## config.mk

```make
export PLATFORM = sky130hd
export DESIGN_NAME = audctl_i2c_wslave
export DESIGN_NICKNAME = d
export VERILOG_FILES = /design/src/rtl/audctl_pkg.sv /design/src/rtl/audctl_sync.sv /design/src/rtl/audctl_fsm.sv /design/src/rtl/audctl_regs.sv /design/src/rtl/audctl_i2c_wslave.sv
export SDC_FILE = /design/constraint.sdc
export NUM_CORES = 1
export LEC_CHECK = 0
export ABC_AREA = 1
export BUFFER_PORTS_ARGS = -buffer_cell sky130_fd_sc_hd__buf_2
export CAP_MARGIN = 0
export CORE_MARGIN = 3
export CORE_UTILIZATION = 60
export CTS_CLUSTER_SIZE = 16
export DETAILED_ROUTE_END_ITERATION = 10
export HOLD_SLACK_MARGIN = 0.03
export PLACE_DENSITY = 0.86
export SLEW_MARGIN = 30
export SYNTH_ARGS = -nofsm -noshare
export SYNTH_HDL_FRONTEND = slang
export SYNTH_SLANG_ARGS = --single-unit
```

## constraint.sdc

```tcl
create_clock -name clk -period 2.8 [get_ports clk]
set_clock_uncertainty 0.15 [all_clocks]
set_input_delay 0.42 -clock clk [delete_from_list [all_inputs] [get_ports clk]]
set_output_delay 0.42 -clock clk [all_outputs]
set_load 0.01 [all_outputs]
```

## src/rtl/audctl_pkg.sv

```systemverilog
package audctl_pkg;
    localparam int BYTE_W  = 8;
    localparam int REG_NUM = 4;
    localparam int IDX_W   = $clog2(REG_NUM);
    localparam int FIELD_W = BYTE_W - IDX_W;
    localparam int CNT_W   = $clog2(BYTE_W);

    typedef enum logic [2:0] {
        ST_IDLE,
        ST_ADDR,
        ST_ACK_WAIT,
        ST_ACK_DRIVE,
        ST_DATA,
        ST_IGNORE
    } bus_state_t;

    // Bits of a data byte's field that each register keeps.
    function automatic logic [FIELD_W-1:0] field_mask(input logic [IDX_W-1:0] idx);
        logic [FIELD_W-1:0] m;
        case (idx)
            2'd0:    m = {1'b0, {(FIELD_W-1){1'b1}}};
            2'd3:    m = {1'b1, 1'b0, {(FIELD_W-2){1'b1}}};
            default: m = '1;
        endcase
        return m;
    endfunction

    // The mode selector rejects a set bit 4.
    function automatic logic field_ok(input logic [IDX_W-1:0] idx,
                                      input logic [FIELD_W-1:0] fld);
        return !(idx == 2'd3 && fld[FIELD_W-2]);
    endfunction
endpackage

```

## src/rtl/audctl_sync.sv

```systemverilog
module audctl_sync #(
    parameter int STAGES = 2
) (
    input  logic clk,
    input  logic rst_n,
    input  logic scl_i,
    input  logic sda_i,
    output logic sda_lvl,
    output logic scl_rise,
    output logic scl_fall,
    output logic start_det,
    output logic stop_det
);
    localparam int LINES = 2;   // index 1 = clock line, 0 = data line

    logic [LINES-1:0] raw;
    logic [LINES-1:0] cur;
    logic [LINES-1:0] prv;

    assign raw = {scl_i, sda_i};

    for (genvar g = 0; g < LINES; g++) begin : g_line
        logic [STAGES:0] chain;
        always_ff @(posedge clk or negedge rst_n) begin
            if (!rst_n) chain <= '1;
            else        chain <= {chain[STAGES-1:0], raw[g]};
        end
        assign cur[g] = chain[STAGES-1];
        assign prv[g] = chain[STAGES];
    end

    assign sda_lvl   = cur[0];
    assign scl_rise  =  cur[1] & ~prv[1];
    assign scl_fall  = ~cur[1] &  prv[1];
    assign start_det =  cur[1] &  prv[1] &  prv[0] & ~cur[0];
    assign stop_det  =  cur[1] &  prv[1] & ~prv[0] &  cur[0];
endmodule

```

## src/rtl/audctl_fsm.sv

```systemverilog
module audctl_fsm
    import audctl_pkg::*;
#(
    parameter logic [5:0] ADDR_PREFIX = 6'b111110
) (
    input  logic              clk,
    input  logic              rst_n,
    input  logic              sda_lvl,
    input  logic              scl_rise,
    input  logic              scl_fall,
    input  logic              start_det,
    input  logic              stop_det,
    input  logic              addr_sel,
    output logic              sda_oe,
    output logic              wr_en,
    output logic [BYTE_W-1:0] wr_byte
);
    bus_state_t        state, nxt;
    logic [CNT_W-1:0]  cnt;
    logic [BYTE_W-1:0] sh;
    logic [BYTE_W-1:0] full_byte;
    logic              last_bit;
    logic              addr_hit;

    assign full_byte = {sh[BYTE_W-2:0], sda_lvl};
    assign last_bit  = (cnt == CNT_W'(BYTE_W-1));
    assign addr_hit  = (full_byte == {ADDR_PREFIX, addr_sel, 1'b0});

    // Next-state decision
    always_comb begin
        nxt = state;
        if (start_det) begin
            nxt = ST_ADDR;
        end else if (stop_det) begin
            nxt = ST_IDLE;
        end else begin
            unique case (state)
                ST_IDLE:      nxt = ST_IDLE;
                ST_IGNORE:    nxt = ST_IGNORE;
                ST_ADDR:      if (scl_rise && last_bit) nxt = addr_hit ? ST_ACK_WAIT : ST_IGNORE;
                ST_DATA:      if (scl_rise && last_bit) nxt = ST_ACK_WAIT;
                ST_ACK_WAIT:  if (scl_fall) nxt = ST_ACK_DRIVE;
                ST_ACK_DRIVE: if (scl_fall) nxt = ST_DATA;
                default:      nxt = ST_IDLE;
            endcase
        end
    end

    // State register and bit datapath
    always_ff @(posedge clk or negedge rst_n) begin
        if (!rst_n) begin
            state   <= ST_IDLE;
            cnt     <= '0;
            sh      <= '0;
            wr_en   <= 1'b0;
            wr_byte <= '0;
        end else begin
            state <= nxt;
            wr_en <= 1'b0;
            if (start_det || (state == ST_ACK_DRIVE && scl_fall)) begin
                cnt <= '0;
            end else if (scl_rise && (state == ST_ADDR || state == ST_DATA)) begin
                sh  <= full_byte;
                cnt <= cnt + 1'b1;
                if (state == ST_DATA && last_bit) begin
                    wr_en   <= 1'b1;
                    wr_byte <= full_byte;
                end
            end
        end
    end

    // Outputs
    always_comb begin
        sda_oe = (state == ST_ACK_DRIVE);
    end
endmodule

```

## src/rtl/audctl_regs.sv

```systemverilog
module audctl_regs
    import audctl_pkg::*;
(
    input  logic                              clk,
    input  logic                              rst_n,
    input  logic                              wr_en,
    input  logic [BYTE_W-1:0]                 wr_byte,
    output logic [REG_NUM-1:0][FIELD_W-1:0]   fields_o,
    output logic                              upd_o,
    output logic [IDX_W-1:0]                  upd_idx_o
);
    logic [IDX_W-1:0]   wr_idx;
    logic [FIELD_W-1:0] wr_fld;
    logic               wr_ok;

    assign wr_idx = wr_byte[BYTE_W-1 -: IDX_W];
    assign wr_fld = wr_byte[FIELD_W-1:0];
    assign wr_ok  = wr_en && field_ok(wr_idx, wr_fld);

    for (genvar r = 0; r < REG_NUM; r++) begin : g_reg
        logic [FIELD_W-1:0] q;
        always_ff @(posedge clk or negedge rst_n) begin
            if (!rst_n)
                q <= '0;
            else if (wr_ok && wr_idx == IDX_W'(r))
                q <= wr_fld & field_mask(IDX_W'(r));
        end
        assign fields_o[r] = q;
    end

    always_ff @(posedge clk or negedge rst_n) begin
        if (!rst_n) begin
            upd_o     <= 1'b0;
            upd_idx_o <= '0;
        end else begin
            upd_o <= wr_ok;
            if (wr_ok) upd_idx_o <= wr_idx;
        end
    end
endmodule

```

## src/rtl/audctl_i2c_wslave.sv

```systemverilog
module audctl_i2c_wslave
    import audctl_pkg::*;
#(
    parameter int         SYNC_STAGES = 2,
    parameter logic [5:0] ADDR_PREFIX = 6'b111110
) (
    input  logic               clk,
    input  logic               rst_n,
    input  logic               scl_i,
    input  logic               sda_i,
    input  logic               addr_sel_i,
    output logic               sda_oe_o,
    output logic [FIELD_W-1:0] mono_vol_o,
    output logic [FIELD_W-1:0] left_ctl_o,
    output logic [FIELD_W-1:0] right_ctl_o,
    output logic [FIELD_W-1:0] mode_ctl_o,
    output logic               upd_o,
    output logic [IDX_W-1:0]   upd_idx_o
);
    logic                            sda_lvl, scl_rise, scl_fall, start_det, stop_det;
    logic                            wr_en;
    logic [BYTE_W-1:0]               wr_byte;
    logic [REG_NUM-1:0][FIELD_W-1:0] fields;

    audctl_sync #(.STAGES(SYNC_STAGES)) u_sync (
        .clk       (clk),
        .rst_n     (rst_n),
        .scl_i     (scl_i),
        .sda_i     (sda_i),
        .sda_lvl   (sda_lvl),
        .scl_rise  (scl_rise),
        .scl_fall  (scl_fall),
        .start_det (start_det),
        .stop_det  (stop_det)
    );

    audctl_fsm #(.ADDR_PREFIX(ADDR_PREFIX)) u_fsm (
        .clk       (clk),
        .rst_n     (rst_n),
        .sda_lvl   (sda_lvl),
        .scl_rise  (scl_rise),
        .scl_fall  (scl_fall),
        .start_det (start_det),
        .stop_det  (stop_det),
        .addr_sel  (addr_sel_i),
        .sda_oe    (sda_oe_o),
        .wr_en     (wr_en),
        .wr_byte   (wr_byte)
    );

    audctl_regs u_regs (
        .clk       (clk),
        .rst_n     (rst_n),
        .wr_en     (wr_en),
        .wr_byte   (wr_byte),
        .fields_o  (fields),
        .upd_o     (upd_o),
        .upd_idx_o (upd_idx_o)
    );

    assign mono_vol_o  = fields[0];
    assign left_ctl_o  = fields[1];
    assign right_ctl_o = fields[2];
    assign mode_ctl_o  = fields[3];
endmodule

```

* Word level (Yosys, flattened, before mapping)
Cells that the tools add are included.
** Storage, ports and cells
- Output and inout bits :: 28
- Input port bits :: 5
- Register bits :: 53
- Word-level logic and storage cells :: 71
** Cells by class
- Bitwise operators :: 12
- Muxes and demuxes :: 13
- $add $sub $neg :: 1
- Equality and inequality tests :: 14
- Reduce and logical (&&, ||, !) cells :: 18
** Operators by type and width (count)
- $mux W3 :: 9
- $pmux W3 S5 :: 1
- $ne A4 B2 Y1 const B :: 3
- $logic_and A1 B1 Y1 :: 10
- $eq A3 B3 Y1 const B :: 3
- $eq A8 B8 Y1 :: 1
- $and A1 B1 Y1 :: 7
- $eq A3 B2 Y1 const B :: 2
- $not A1 Y1 :: 5
- $eq A2 B2 Y1 const B :: 2
- $ne A4 B1 Y1 const B :: 1
- $reduce_and A4 Y1 :: 1
- $add A3 B1 Y3 const B :: 1
- $eq A3 B1 Y1 const B :: 1
- $mux W1 :: 3
- $reduce_and A3 Y1 :: 1
- $eq A2 B1 Y1 const B :: 1
- $logic_not A2 Y1 :: 1
- $logic_or A1 B1 Y1 :: 2
- $reduce_and A2 Y1 :: 1
- $reduce_bool A2 Y1 :: 1
- $logic_not A1 Y1 :: 1

* Longest topological paths before layout
- Depth after elaboration :: 7
- Gate-level depth with buffers :: 9
- Mapped depth without buffers :: 9

* Modules after synthesis
From an unflattened synthesis, not the netlist that was laid out.
** Unflattened totals
- Cell total of the unflattened synthesis :: 255
- Area total of the unflattened synthesis :: 2376.0 um2
** By module, submodules not included
- audctl_fsm :: sequential area each 550.5 um2, area an instance 1144.8 um2, instances 1, cells an instance 135
- audctl_regs :: sequential area each 625.6 um2, area an instance 1032.2 um2, instances 1, cells an instance 103
- audctl_sync :: sequential area each 157.7 um2, area an instance 198.9 um2, instances 1, cells an instance 17

* Worst setup path before layout
OpenSTA, ideal clock, no wires.
- Kind :: reg2reg
- From :: register u_sync.g_line[1].chain[2]
- To :: register u_fsm.state[0]
- Setup slack :: 1286 ps
- Cell stages (with the launch flop) :: 7
- Arrival time :: 1234 ps
- Clock period less this slack :: 1514 ps
- Library setup time :: 130 ps
- Data required time :: 2520 ps
- Buffers on the path :: 0
- Path through :: dfstp_2 > inv_1 > or2_2 > nand2_1 > nand2_1 > a21oi_1 > a21oi_1
** On the way
- Cells in the longest elaborated chain, start to end :: 5
- Elaborated cells on any way between the ends :: 16
- Classes of those cells :: eq/ne: 4; mux: 2; bitwise: 8; reduce/logical: 2
** Ends and longest elaborated chain
- from (decl) :: RTL line audctl_sync.sv:23 : logic [STAGES:0] chain;
- from (signal assigned) :: RTL line audctl_sync.sv:26 : else chain <= {chain[STAGES-1:0], raw[g]};
- $and A1 B1 Y1 or $not A1 Y1 (tied branches) :: RTL line audctl_sync.sv:35, audctl_sync.sv:36, audctl_sync.sv:33
- $and A1 B1 Y1 (on tied branches) :: RTL line audctl_sync.sv:36, audctl_sync.sv:33, audctl_sync.sv:35
- $and A1 B1 Y1, or another cell as far along :: RTL line audctl_sync.sv:36 : assign stop_det = cur[1] & prv[1] & ~prv[0] & cur[0];
- $ne A4 B2 Y1 (no line), or another cell as far along
- $reduce_and A4 Y1 (no line) or $mux W3 (tied branches)
- to (signal assigned) :: RTL line audctl_fsm.sv:58 : state <= nxt;
- to (decl) :: RTL line audctl_fsm.sv:18 : bus_state_t state, nxt;
Several ways; a longest one is shown, not always the timed one.
A chain may end at the register's enable or synchronous reset.

* Worst setup path after layout
- From :: register u_fsm.state[2]
- To :: output sda_oe_o
** On the way
- Cells in the longest elaborated chain, start to end :: 1
** Ends and longest elaborated chain
- $eq A3 B2 Y1 :: RTL line audctl_fsm.sv:75 : sda_oe = (state == ST_ACK_DRIVE);
- to (decl) :: RTL line audctl_i2c_wslave.sv:12 : output logic sda_oe_o,
No other way between the ends.

==> results.sh <==
export IMPL_drc=0
export IMPL_synth_top_flop_cell="dfrtp_1"
export IMPL_synthArstFlopShare_pct=100.0
export IMPL_synth_top_family_by_area="simple AND/OR/NAND/NOR gates"
export IMPL_crit_arrival_ns=1.36
export IMPL_postRouteAntennaNets=0
export IMPL_setup_violations=0
export IMPL_max_freq_mhz=519.4
export IMPL_worst_path_max_fanout=6
export IMPL_fin_ws_ns=0.8746
export IMPL_netlist_top_cells_area="dfrtp_1, nand2_1, o21ai_0"
export IMPL_syn_avg_cell_area_um2=9.328
export IMPL_chipWidth_um=66.19
export IMPL_drive_gt1_share_pct=19.63
export IMPL_grt_pass1_vias=1513
export IMPL_power_leakage_uw=0.001265
export IMPL_antennaDiodeCount=0
export IMPL_min_period_ns=1.925
export IMPL_track_usage_pct=22.61
export IMPL_synth_top_area_share_pct=54.12
export IMPL_synth_cells=233
export IMPL_tns_ns=0
export IMPL_yosysSeqAreaShare_pct=61.37
export IMPL_core_area_um2=3416
export IMPL_cts_root_buf="clkbuf_4"
export IMPL_gp_congestion=0.8034
export IMPL_period_share_pct=68.76
export IMPL_dr_pass1_iters=4
export IMPL_cts_inserted_buffers=5
export IMPL_max_slew_margin_rel_pct=49.61
export IMPL_fillers=276
export IMPL_grt_max_degree=35
export IMPL_drv_cap=0
export IMPL_wl_per_cell_um=13.37
export IMPL_ys_ff_latch=53
export IMPL_peakVddDrop_mv=0.4180
export IMPL_startpoint_type="flop"
export IMPL_seqCellArea_um2=1334
export IMPL_portBuffers=30
export IMPL_synth_area_leader_cell="dfrtp_1"
export IMPL_synth_area_mux_share_pct=0
export IMPL_cts_buffer_depth=2
export IMPL_netlist_area_um2=2173
export IMPL_ys_top_cells_by_count="nand2_1, dfrtp_1, o21ai_0"
export IMPL_antenna_found_initial=0
export IMPL_synth_compound_area_share_pct=10.82
export IMPL_hp_class="reg2reg"
export IMPL_drt_initial_drc_count=93
export IMPL_cts_resized=0
export IMPL_dieArea_um2=4380
export IMPL_io_pins=33
export IMPL_path_clk_slew_ns=0.14
export IMPL_grt_first_pass_wirelength_mm=7.286
export IMPL_cts_sinks=53
export IMPL_die_y_um=66.19
export IMPL_hold_viol=0
export IMPL_worstSetupEndpointType="primary output"
export IMPL_post_cts_buffers=0
export IMPL_synthAdderAreaFrac_pct=1.151
export IMPL_tightest_slew_ns=0.7558
export IMPL_cp_required_ns=2.23
export IMPL_pwr_density_cell_nw_per_um2=691.5
export IMPL_cts_tree="done"
export IMPL_worstSetupPathType="reg2out"
export IMPL_post_place_ws_ns=0.9563
export IMPL_ys_types=22
export IMPL_clk_latency_ns=0.37
export IMPL_area_growth_pct=12.78
export IMPL_whs_ns=0.2157
export IMPL_viasPerCell=5.158
export IMPL_multi_input_area_um2=693.2
export IMPL_nets=277
export IMPL_rows=21
export IMPL_rsz0062_at_grt="no"
export IMPL_slew_violations=0
export IMPL_outcome="finished clean"
export IMPL_ys_warn_count=0
export IMPL_grt_overflow_total=0
export IMPL_synth_edff_count=0
export IMPL_synth_xor_area_share_pct=0
export IMPL_place_detailed_hpwl_mm=3.035
export IMPL_initial_core_util_pct=63.63
export IMPL_yosysMostFrequentCell="nand2_1"
export IMPL_cts_htree_levels=2
export IMPL_synth_simple_gate_area_share_pct=19.57
export IMPL_wl_mm=4.225
export IMPL_via_count=1630
worst paths after layout:
| kind | cells past startpoint | slack (ns) | end | startpoint |
|---|---|---|---|---|
| worst max-delay path | 4 | 0.87 | sda_oe_o | u_fsm.state[2] |
| worst min-delay path | 0 | 0.22 | u_sync.g_line[1].chain[1] | u_sync.g_line[1].chain[0] |
| worst max register to register | 7 | 0.95 | u_fsm.wr_byte[1] | u_fsm.state[1] |
| worst min register to register | 0 | 0.22 | u_sync.g_line[1].chain[1] | u_sync.g_line[1].chain[0] |
| max in group asynchronous | 3 | 1.30 | u_sync.g_line[1].chain[1] | rst_n |
| min in group asynchronous | 2 | 0.49 | u_fsm.state[0] | rst_n |
metal layers:
metal	part of all wire [%]	up-vias	global-route usage, %	wire length, um
li1	-	808	-	-
met1	45	780	30.53	1913
met2	49	33	35.69	2079
met3	3.6	9	5.102	154
met4	1.8	0	8.629	78
met5	0	-	0	0
state kept, by name (all words and copies together), names as in the netlist:
signal and cells:
u_fsm.sh 7, u_fsm.cnt 3, u_regs.upd_o 1, u_regs.upd_idx_o 2
u_regs.g.q 22, u_fsm.wr_byte 8, u_fsm.state 3, u_fsm.wr_en 1
u_sync.g_line.chain 6
placed cells by master (no fill, tap or decap):
master         synthesis  routed
nand2_1               66      66
dfrtp_1               47      47
o21ai_0               39      39
inv_1                 30      30
buf_2                  0      30
nand3_1               13      13
nor2_1                 7       7
dfstp_2                6       6
clkbuf_4               0       5
nand2_2                3       3
a21oi_1                3       3
dlygate4sd3_1          0       3
o21ai_2                2       2
nand4_1                2       2
ha_1                   2       2
conb_1                 1       2
buf_4                  2       2
nand4_4                1       1
nor3_4                 1       1
or2_2                  1       1
nor3_1                 1       1
o211ai_1               1       1
and2_1                 1       1
clkbuf_8               0       1
clkinvlp_4             0       1
kinds of logic after synthesis:
kind of cell | after synthesis
AOI/OAI and AO/OA | 45
adders and majority gates | 2
buffers and inverters | 36
DFF | 53
other | 1
and+or+nand+nor | 96
cell type report:
class                      instances  area share [%]
sequential                        53           54.42
clock inverter                     1          0.3063
inverter                          30           4.594
clock buffer                       6           2.093
multi-input combinational        145           28.28
timing repair buffer              35           7.963
tap                               46           2.348
critical path, stage by stage (launching register included):
cell and delay, ns:
dfrtp_1 0.47, inv_1 0.11, nand2_1 0.09, nor2_1 0.16, buf_2 0.16
where the power goes:
group	internal [uW]	total [uW]	switching, uW
clock network	118	346	228
registers	855	942	86.7
logic	139	407	267
through the flow:
stage          std cells  total power, uW  instance area [um^2]  util, %
5_1_grt              316             1819                  2451    71.76
3_5_place_dp         306             1360                  2362    69.16
4_1_cts              316             1702                  2451    71.76
2_1_floorplan        234             1246                  2177        -
3_3_place_gp         306             1335                  2362    69.16
6_report             316             1695                  2451    71.76
repair_timing:
action / in CTS / in global routing
endpoints found under the setup margin: 0 / 0
hold endpoints to repair: 32 / 0
hold buffers: 3 / 0
Power figures use the tool's default switching activity.
